<file path="config.mk">
export PLATFORM = sky130hd
export DESIGN_NAME = regdep_tracker
export DESIGN_NICKNAME = d
export VERILOG_FILES = /design/src/rtl/regdep_pkg.sv /design/src/rtl/regdep_cell.sv /design/src/rtl/regdep_probe.sv /design/src/rtl/regdep_tracker.sv
export SDC_FILE = /design/constraint.sdc
export NUM_CORES = 1
export LEC_CHECK = 0
export BUFFER_PORTS_ARGS = -buffer_cell sky130_fd_sc_hd__buf_2
export CORE_MARGIN = 8
export CORE_UTILIZATION = 50
export CTS_BUF_LIST = sky130_fd_sc_hd__clkbuf_4
export CTS_CLUSTER_DIAMETER = 60
export CTS_CLUSTER_SIZE = 30
export DETAILED_ROUTE_END_ITERATION = 10
export PLACE_DENSITY_LB_ADDON = 0.15
export SLEW_MARGIN = 10
export SYNTH_ARGS = -nofsm -noshare
export SYNTH_HDL_FRONTEND = slang
export SYNTH_SLANG_ARGS = --single-unit
</file>
<file path="constraint.sdc">
create_clock -name clk -period 6.68 [get_ports clk]
set_input_delay 1.002 -clock clk [delete_from_list [all_inputs] [get_ports clk]]
set_output_delay 1.002 -clock clk [all_outputs]
set_load 0.005 [all_outputs]
</file>
<file path="src/rtl/regdep_pkg.sv">
package regdep_pkg;

  // Next value of an in-flight counter given one increment and one decrement
  function automatic int unsigned cnt_step(int unsigned cur, logic up, logic down);
    int unsigned r;
    r = cur;
    if (up && !down) r = cur + 1;
    else if (down && !up) r = cur - 1;
    return r;
  endfunction

  // Writes still pending once a same-cycle commit has been taken out
  function automatic int unsigned pending_after(int unsigned cur, logic leaving);
    return (leaving && cur != 0) ? cur - 1 : cur;
  endfunction

endpackage

</file>
<file path="src/rtl/regdep_cell.sv">
module regdep_cell #(
  parameter int CW      = 2,
  parameter int CNT_MAX = 3
) (
  input  logic          clk,
  input  logic          rst_n,
  input  logic          inc,
  input  logic          dec,
  output logic [CW-1:0] count
);
  import regdep_pkg::*;

  logic [CW-1:0] count_q;

  always_ff @(posedge clk) begin
    if (!rst_n) count_q <= '0;
    else        count_q <= CW'(cnt_step(int'(count_q), inc, dec));
  end

  assign count = count_q;

  a_r2_count_up: assert property (@(posedge clk) disable iff (!rst_n)
    (inc && !dec) |=> count_q == $past(count_q) + CW'(1));
  a_r9_same_reg_hold: assert property (@(posedge clk) disable iff (!rst_n)
    (inc && dec) |=> $stable(count_q));
  a_r7_idle_hold: assert property (@(posedge clk) disable iff (!rst_n)
    (!inc && !dec) |=> $stable(count_q));
  a_r10_no_overflow: assert property (@(posedge clk) disable iff (!rst_n)
    (inc && !dec) |-> count_q != CW'(CNT_MAX));
  a_r10_no_underflow: assert property (@(posedge clk) disable iff (!rst_n)
    (dec && !inc) |-> count_q != '0);

endmodule

</file>
<file path="src/rtl/regdep_probe.sv">
module regdep_probe #(
  parameter int NUM_REGS = 32,
  parameter int IDX_W    = 5,
  parameter int CW       = 2
) (
  input  logic             clk,
  input  logic             rst_n,
  input  logic [CW-1:0]    cnt [NUM_REGS],
  input  logic             rem_vld,
  input  logic [IDX_W-1:0] rem_reg,
  input  logic             src_vld,
  input  logic [IDX_W-1:0] src_reg,
  output logic             busy
);
  import regdep_pkg::*;

  logic          leaving;
  logic [CW-1:0] raw_cnt;
  int unsigned   left_cnt;

  always_comb begin
    raw_cnt  = cnt[src_reg];
    leaving  = rem_vld && (rem_reg == src_reg);
    left_cnt = pending_after(int'(raw_cnt), leaving);
    busy     = src_vld && (src_reg != '0) && (left_cnt != 0);
  end

  a_r5_remove_first: assert property (@(posedge clk) disable iff (!rst_n)
    (src_vld && rem_vld && rem_reg == src_reg && raw_cnt == CW'(1)) |-> !busy);
  a_r3_invalid_quiet: assert property (@(posedge clk) disable iff (!rst_n)
    !src_vld |-> !busy);

endmodule

</file>
<file path="src/rtl/regdep_tracker.sv">
module regdep_tracker #(
  parameter int NUM_REGS    = 32,
  parameter int MAX_INFLIGHT = 2,
  parameter int IDX_W       = $clog2(NUM_REGS)
) (
  input  logic             clk,
  input  logic             rst_n,
  input  logic             ins_vld,
  input  logic [IDX_W-1:0] ins_reg,
  input  logic             rem_vld,
  input  logic [IDX_W-1:0] rem_reg,
  input  logic             srch_a_vld,
  input  logic [IDX_W-1:0] srch_a_reg,
  output logic             srch_a_busy,
  input  logic             srch_b_vld,
  input  logic [IDX_W-1:0] srch_b_reg,
  output logic             srch_b_busy
);
  localparam int CNT_MAX   = MAX_INFLIGHT + 1;
  localparam int CW        = $clog2(CNT_MAX + 1);
  localparam int NUM_PORTS = 2;

  logic [CW-1:0]    cnt     [NUM_REGS];
  logic             inc_vec [NUM_REGS];
  logic             dec_vec [NUM_REGS];
  logic             p_vld   [NUM_PORTS];
  logic [IDX_W-1:0] p_reg   [NUM_PORTS];
  logic             p_busy  [NUM_PORTS];

  for (genvar g = 0; g < NUM_REGS; g++) begin : g_reg
    if (g == 0) begin : g_hardzero
      assign inc_vec[g] = 1'b0;
      assign dec_vec[g] = 1'b0;
      assign cnt[g]     = '0;
    end else begin : g_counted
      assign inc_vec[g] = ins_vld && (ins_reg == IDX_W'(g));
      assign dec_vec[g] = rem_vld && (rem_reg == IDX_W'(g));
      regdep_cell #(.CW(CW), .CNT_MAX(CNT_MAX)) u_cell (
        .clk(clk), .rst_n(rst_n), .inc(inc_vec[g]), .dec(dec_vec[g]), .count(cnt[g]));
    end
  end

  assign p_vld[0] = srch_a_vld;
  assign p_reg[0] = srch_a_reg;
  assign p_vld[1] = srch_b_vld;
  assign p_reg[1] = srch_b_reg;

  for (genvar p = 0; p < NUM_PORTS; p++) begin : g_port
    regdep_probe #(.NUM_REGS(NUM_REGS), .IDX_W(IDX_W), .CW(CW)) u_probe (
      .clk(clk), .rst_n(rst_n), .cnt(cnt), .rem_vld(rem_vld), .rem_reg(rem_reg),
      .src_vld(p_vld[p]), .src_reg(p_reg[p]), .busy(p_busy[p]));
  end

  assign srch_a_busy = p_busy[0];
  assign srch_b_busy = p_busy[1];

  a_r2_insert_seen: assert property (@(posedge clk) disable iff (!rst_n)
    (ins_vld && ins_reg != '0 && !(rem_vld && rem_reg == ins_reg)) |=>
    (!(srch_a_vld && srch_a_reg == $past(ins_reg) && !(rem_vld && rem_reg == srch_a_reg))
     || srch_a_busy));
  a_r11_zero_idle: assert property (@(posedge clk) disable iff (!rst_n)
    (srch_a_reg == '0) |-> !srch_a_busy);
  a_r11_zero_idle_b: assert property (@(posedge clk) disable iff (!rst_n)
    (srch_b_reg == '0) |-> !srch_b_busy);

endmodule

</file>
==> flow_metrics.tcl <==
set metrics [dict create \
    cp_cell_sequence "buf_2 -> nor2b_1 -> a22oi_1 -> o221ai_1 -> o21ai_0 -> mux2_2 -> ha_1 -> nand4b_1 -> and3_1 -> a31o_1 -> a2111oi_2 -> buf_2" \
    setup.worst_path.start_class "input port" \
    fin_cells 681 \
    drv_cap 0 \
    max_stage_delay_ns 0.44 \
    setup_viol 0 \
    grt_pass1_vias 3784 \
    crit_top_cell "buf_2" \
    areaGrowthSynthToFinish_pct 5.71 \
    maxSlewViolCount 0 \
    crit_start "srch_a_reg[0]" \
    finalNetCount 605 \
    synth.avg_cell_area_um2 9.03 \
    holdBufCountCts 0 \
    dp_cells 666 \
    postCtsSetupRepairBufs 0 \
    dr.pass1.iters 4 \
    rsz0062_at_grt "false" \
    layout_commonest_cell "dfxtp_1" \
    grt_util_all_layers_pct 19.4 \
    ios 28 \
    seq_power_share_pct 52.6 \
    critPathCapture "srch_a_busy" \
    cts_buffers 9 \
    r2r_slack_ns 5.53 \
    htree_levels 3 \
    vias_per_cell 5.78 \
    num-fill-cells 952 \
    clk_latency_ns 0.43 \
    end_kind "output port" \
    core_area_mm2 0.00955 \
    tritoncts "built" \
    skew_ns 0.00604 \
    ff2ff_path_depth 3 \
    grt_max_degree 63 \
    die_w_um 114 \
    crit_slowest_cell "buf_2" \
    final_core_utilization_pct 53.4 \
    place.gp.congestion 0.865 \
    ys_ff_latch 62 \
    fmax_ghz 0.204 \
    totalWireLength_um 12300 \
    r2r-start "g_reg[31].g_counted.u_cell.count[0]" \
    drtIter0Drc 249 \
    syn_area_mm2 0.00482 \
    status "finished, final reports clean" \
    hp-class "register to register" \
    yosysSeqAreaShare_pct 25.7 \
    wl_per_cell_um 18.0 \
    yosysWarnings 0 \
    overflow 0 \
    syn-num-nets 595 \
    p_sw_share_pct 30.1 \
    antenna_found_initial 0 \
    dp_hpwl_um 9150 \
    clock_path_buffers 2 \
    worstPathRequired_ns 5.68 \
    relSlewSlack_pct 29.0 \
    ctsResizeCount 0 \
    finalSetupTns_ns 0 \
    cp_max_fo 20 \
    p_sw_mw 0.224 \
    power.leakage_nw 2.05 \
    drive_above_1_share_pct 12.0 \
    power.internal_mw 0.519 \
    ir_worst_vdd_mv 0.0628 \
    num_rows 36 \
    clkPwrFrac_pct 30.3 \
    die_h_um 114 \
    powerDensity_mw_per_mm2 146 \
    hold_viol 0 \
    place_area_mm2 0.00500 \
    period_share_pct 73.3 \
    timing.rr.end "g_reg[31].g_counted.u_cell.count[1]" \
    start_util_pct 50.5 \
    cts-root-buf "clkbuf_4" \
    fin_area_mm2 0.00510 \
    antenna_left 0 \
    arrival_ns 3.90 \
    io_buffers 27 \
    num_vias 3933 \
    drc 0 \
    diodes 0 \
    synth_cell_types 44 \
    period_needed_ns 4.90 \
    synthCells 534 \
    combPwrFrac_pct 17.1 \
    die-area_mm2 0.0130 \
    worst_pin_slew_ns 1.06 \
    grt_pass1_wl_um 19700 \
    path_clk_slew_ns 0.09 \
    layout_common_cells "dfxtp_1 (62), nand2_1 (48), nor2_1 (41)" \
    largest_reg_flops 62 \
    cts_sinks 62 \
    critPathKind "input port to output port" \
]
cells in the mapped netlist:
library cell	number	area share (%)
xnor2_1	33	6.0
mux2i_1	19	3.9
a221oi_1	2	0.36
nand3_1	10	1.0
o21a_1	1	0.16
mux4_1	7	3.8
buf_2	7	0.73
or4_1	2	0.31
nor2_1	41	3.2
a22o_1	1	0.18
inv_1	3	0.23
buf_6	1	0.23
xor2_1	39	7.1
nor2b_1	10	1.3
nand2b_1	7	0.91
nor3_1	5	0.52
mux2_2	8	1.9
a22oi_1	4	0.62
and3_1	2	0.26
nor3b_1	2	0.31
a211o_1	1	0.18
ha_1	35	9.1
o221ai_1	3	0.54
o31ai_1	1	0.16
or2_2	1	0.13
a21boi_0	31	4.8
nand4b_1	2	0.36
or3_1	32	4.2
nand2_1	48	3.7
a31oi_1	1	0.13
a2111oi_2	1	0.31
a31o_1	1	0.18
mux4_2	14	6.5
clkbuf_1	18	1.4
nand4_1	1	0.13
o21ai_0	35	3.6
a21oi_1	2	0.21
dfxtp_1	62	26
and2_1	33	4.3
or3b_2	2	0.36
a211oi_1	1	0.16
nand3b_1	1	0.16
buf_4	2	0.31
nor4_1	2	0.26
power groups by stage:
stage	sequential [mW]	combinational [mW]	clock [mW]
2_1_floorplan	0.395	0.0933	0
3_3_place_gp	0.399	0.123	0
3_5_place_dp	0.399	0.126	0
4_1_cts	0.391	0.126	0.229
5_1_grt	0.392	0.139	0.242
6_report	0.391	0.127	0.225
metrics by stage:
step | hold WS [ns] | total power, mW | setup WS [ns]
after floorplan | 0.470 | 0.488 | 2.48
after global placement | 0.497 | 0.522 | 1.92
after detailed placement | 0.504 | 0.525 | 1.81
after CTS | 0.518 | 0.746 | 1.81
after global routing | 0.555 | 0.774 | 1.62
final | 0.526 | 0.743 | 1.78
critical path: cells and delay by family:
kind                     cells  cell delay (ns)
AND/OR/NAND/NOR              3             0.69
adder cells (fa/ha/maj)      1             0.19
buffers and inverters        2             0.63
multiplexers                 1             0.33
AO/OA/AOI/OAI                5             1.05
cell type report:
| class | count | area, µm² | area share [%] |
|---|---|---|---|
| clock buffers | 12 | 90.1 | 1.77 |
| clock inverters | 3 | 12.5 | 0.245 |
| inverters | 3 | 11.3 | 0.221 |
| multi-input cells | 441 | 3440 | 67.5 |
| flip-flops and latches | 62 | 1240 | 24.3 |
| well taps | 133 | 166 | 3.26 |
| repair buffers | 27 | 135 | 2.65 |
routing by layer:
metal	global-route usage [%]	wire length [µm]
met2	30.0	5400
met1	26.2	5900
met3	3.11	732
met4	8.16	232
met5	0	0
cells by family after synthesis:
logic type,after synthesis,share of synthesized area (%)
adder cells (fa/ha/maj),35,9.08
AO/OA/AOI/OAI,85,11.6
flip-flops,62,25.7
AND/OR/NAND/NOR,201,21.4
multiplexers,48,16.2
XOR/XNOR,72,13.1
buffers and inverters,31,2.91
worst min path at each step:
stage / start / endpoint / slack (ns) / cells after the start
floorplan: g_reg[3].g_counted.u_cell.count[1] / g_reg[3].g_counted.u_cell.count[1] / 0.47 / 2
detailed placement: g_reg[10].g_counted.u_cell.count[1] / g_reg[10].g_counted.u_cell.count[1] / 0.50 / 2
finish: g_reg[17].g_counted.u_cell.count[1] / g_reg[17].g_counted.u_cell.count[1] / 0.53 / 2
global placement: g_reg[28].g_counted.u_cell.count[1] / g_reg[28].g_counted.u_cell.count[1] / 0.50 / 2
global route: g_reg[1].g_counted.u_cell.count[1] / g_reg[1].g_counted.u_cell.count[1] / 0.56 / 2
CTS: g_reg[10].g_counted.u_cell.count[1] / g_reg[10].g_counted.u_cell.count[1] / 0.52 / 2
Note: power is estimated with default switching activity, not from simulation.
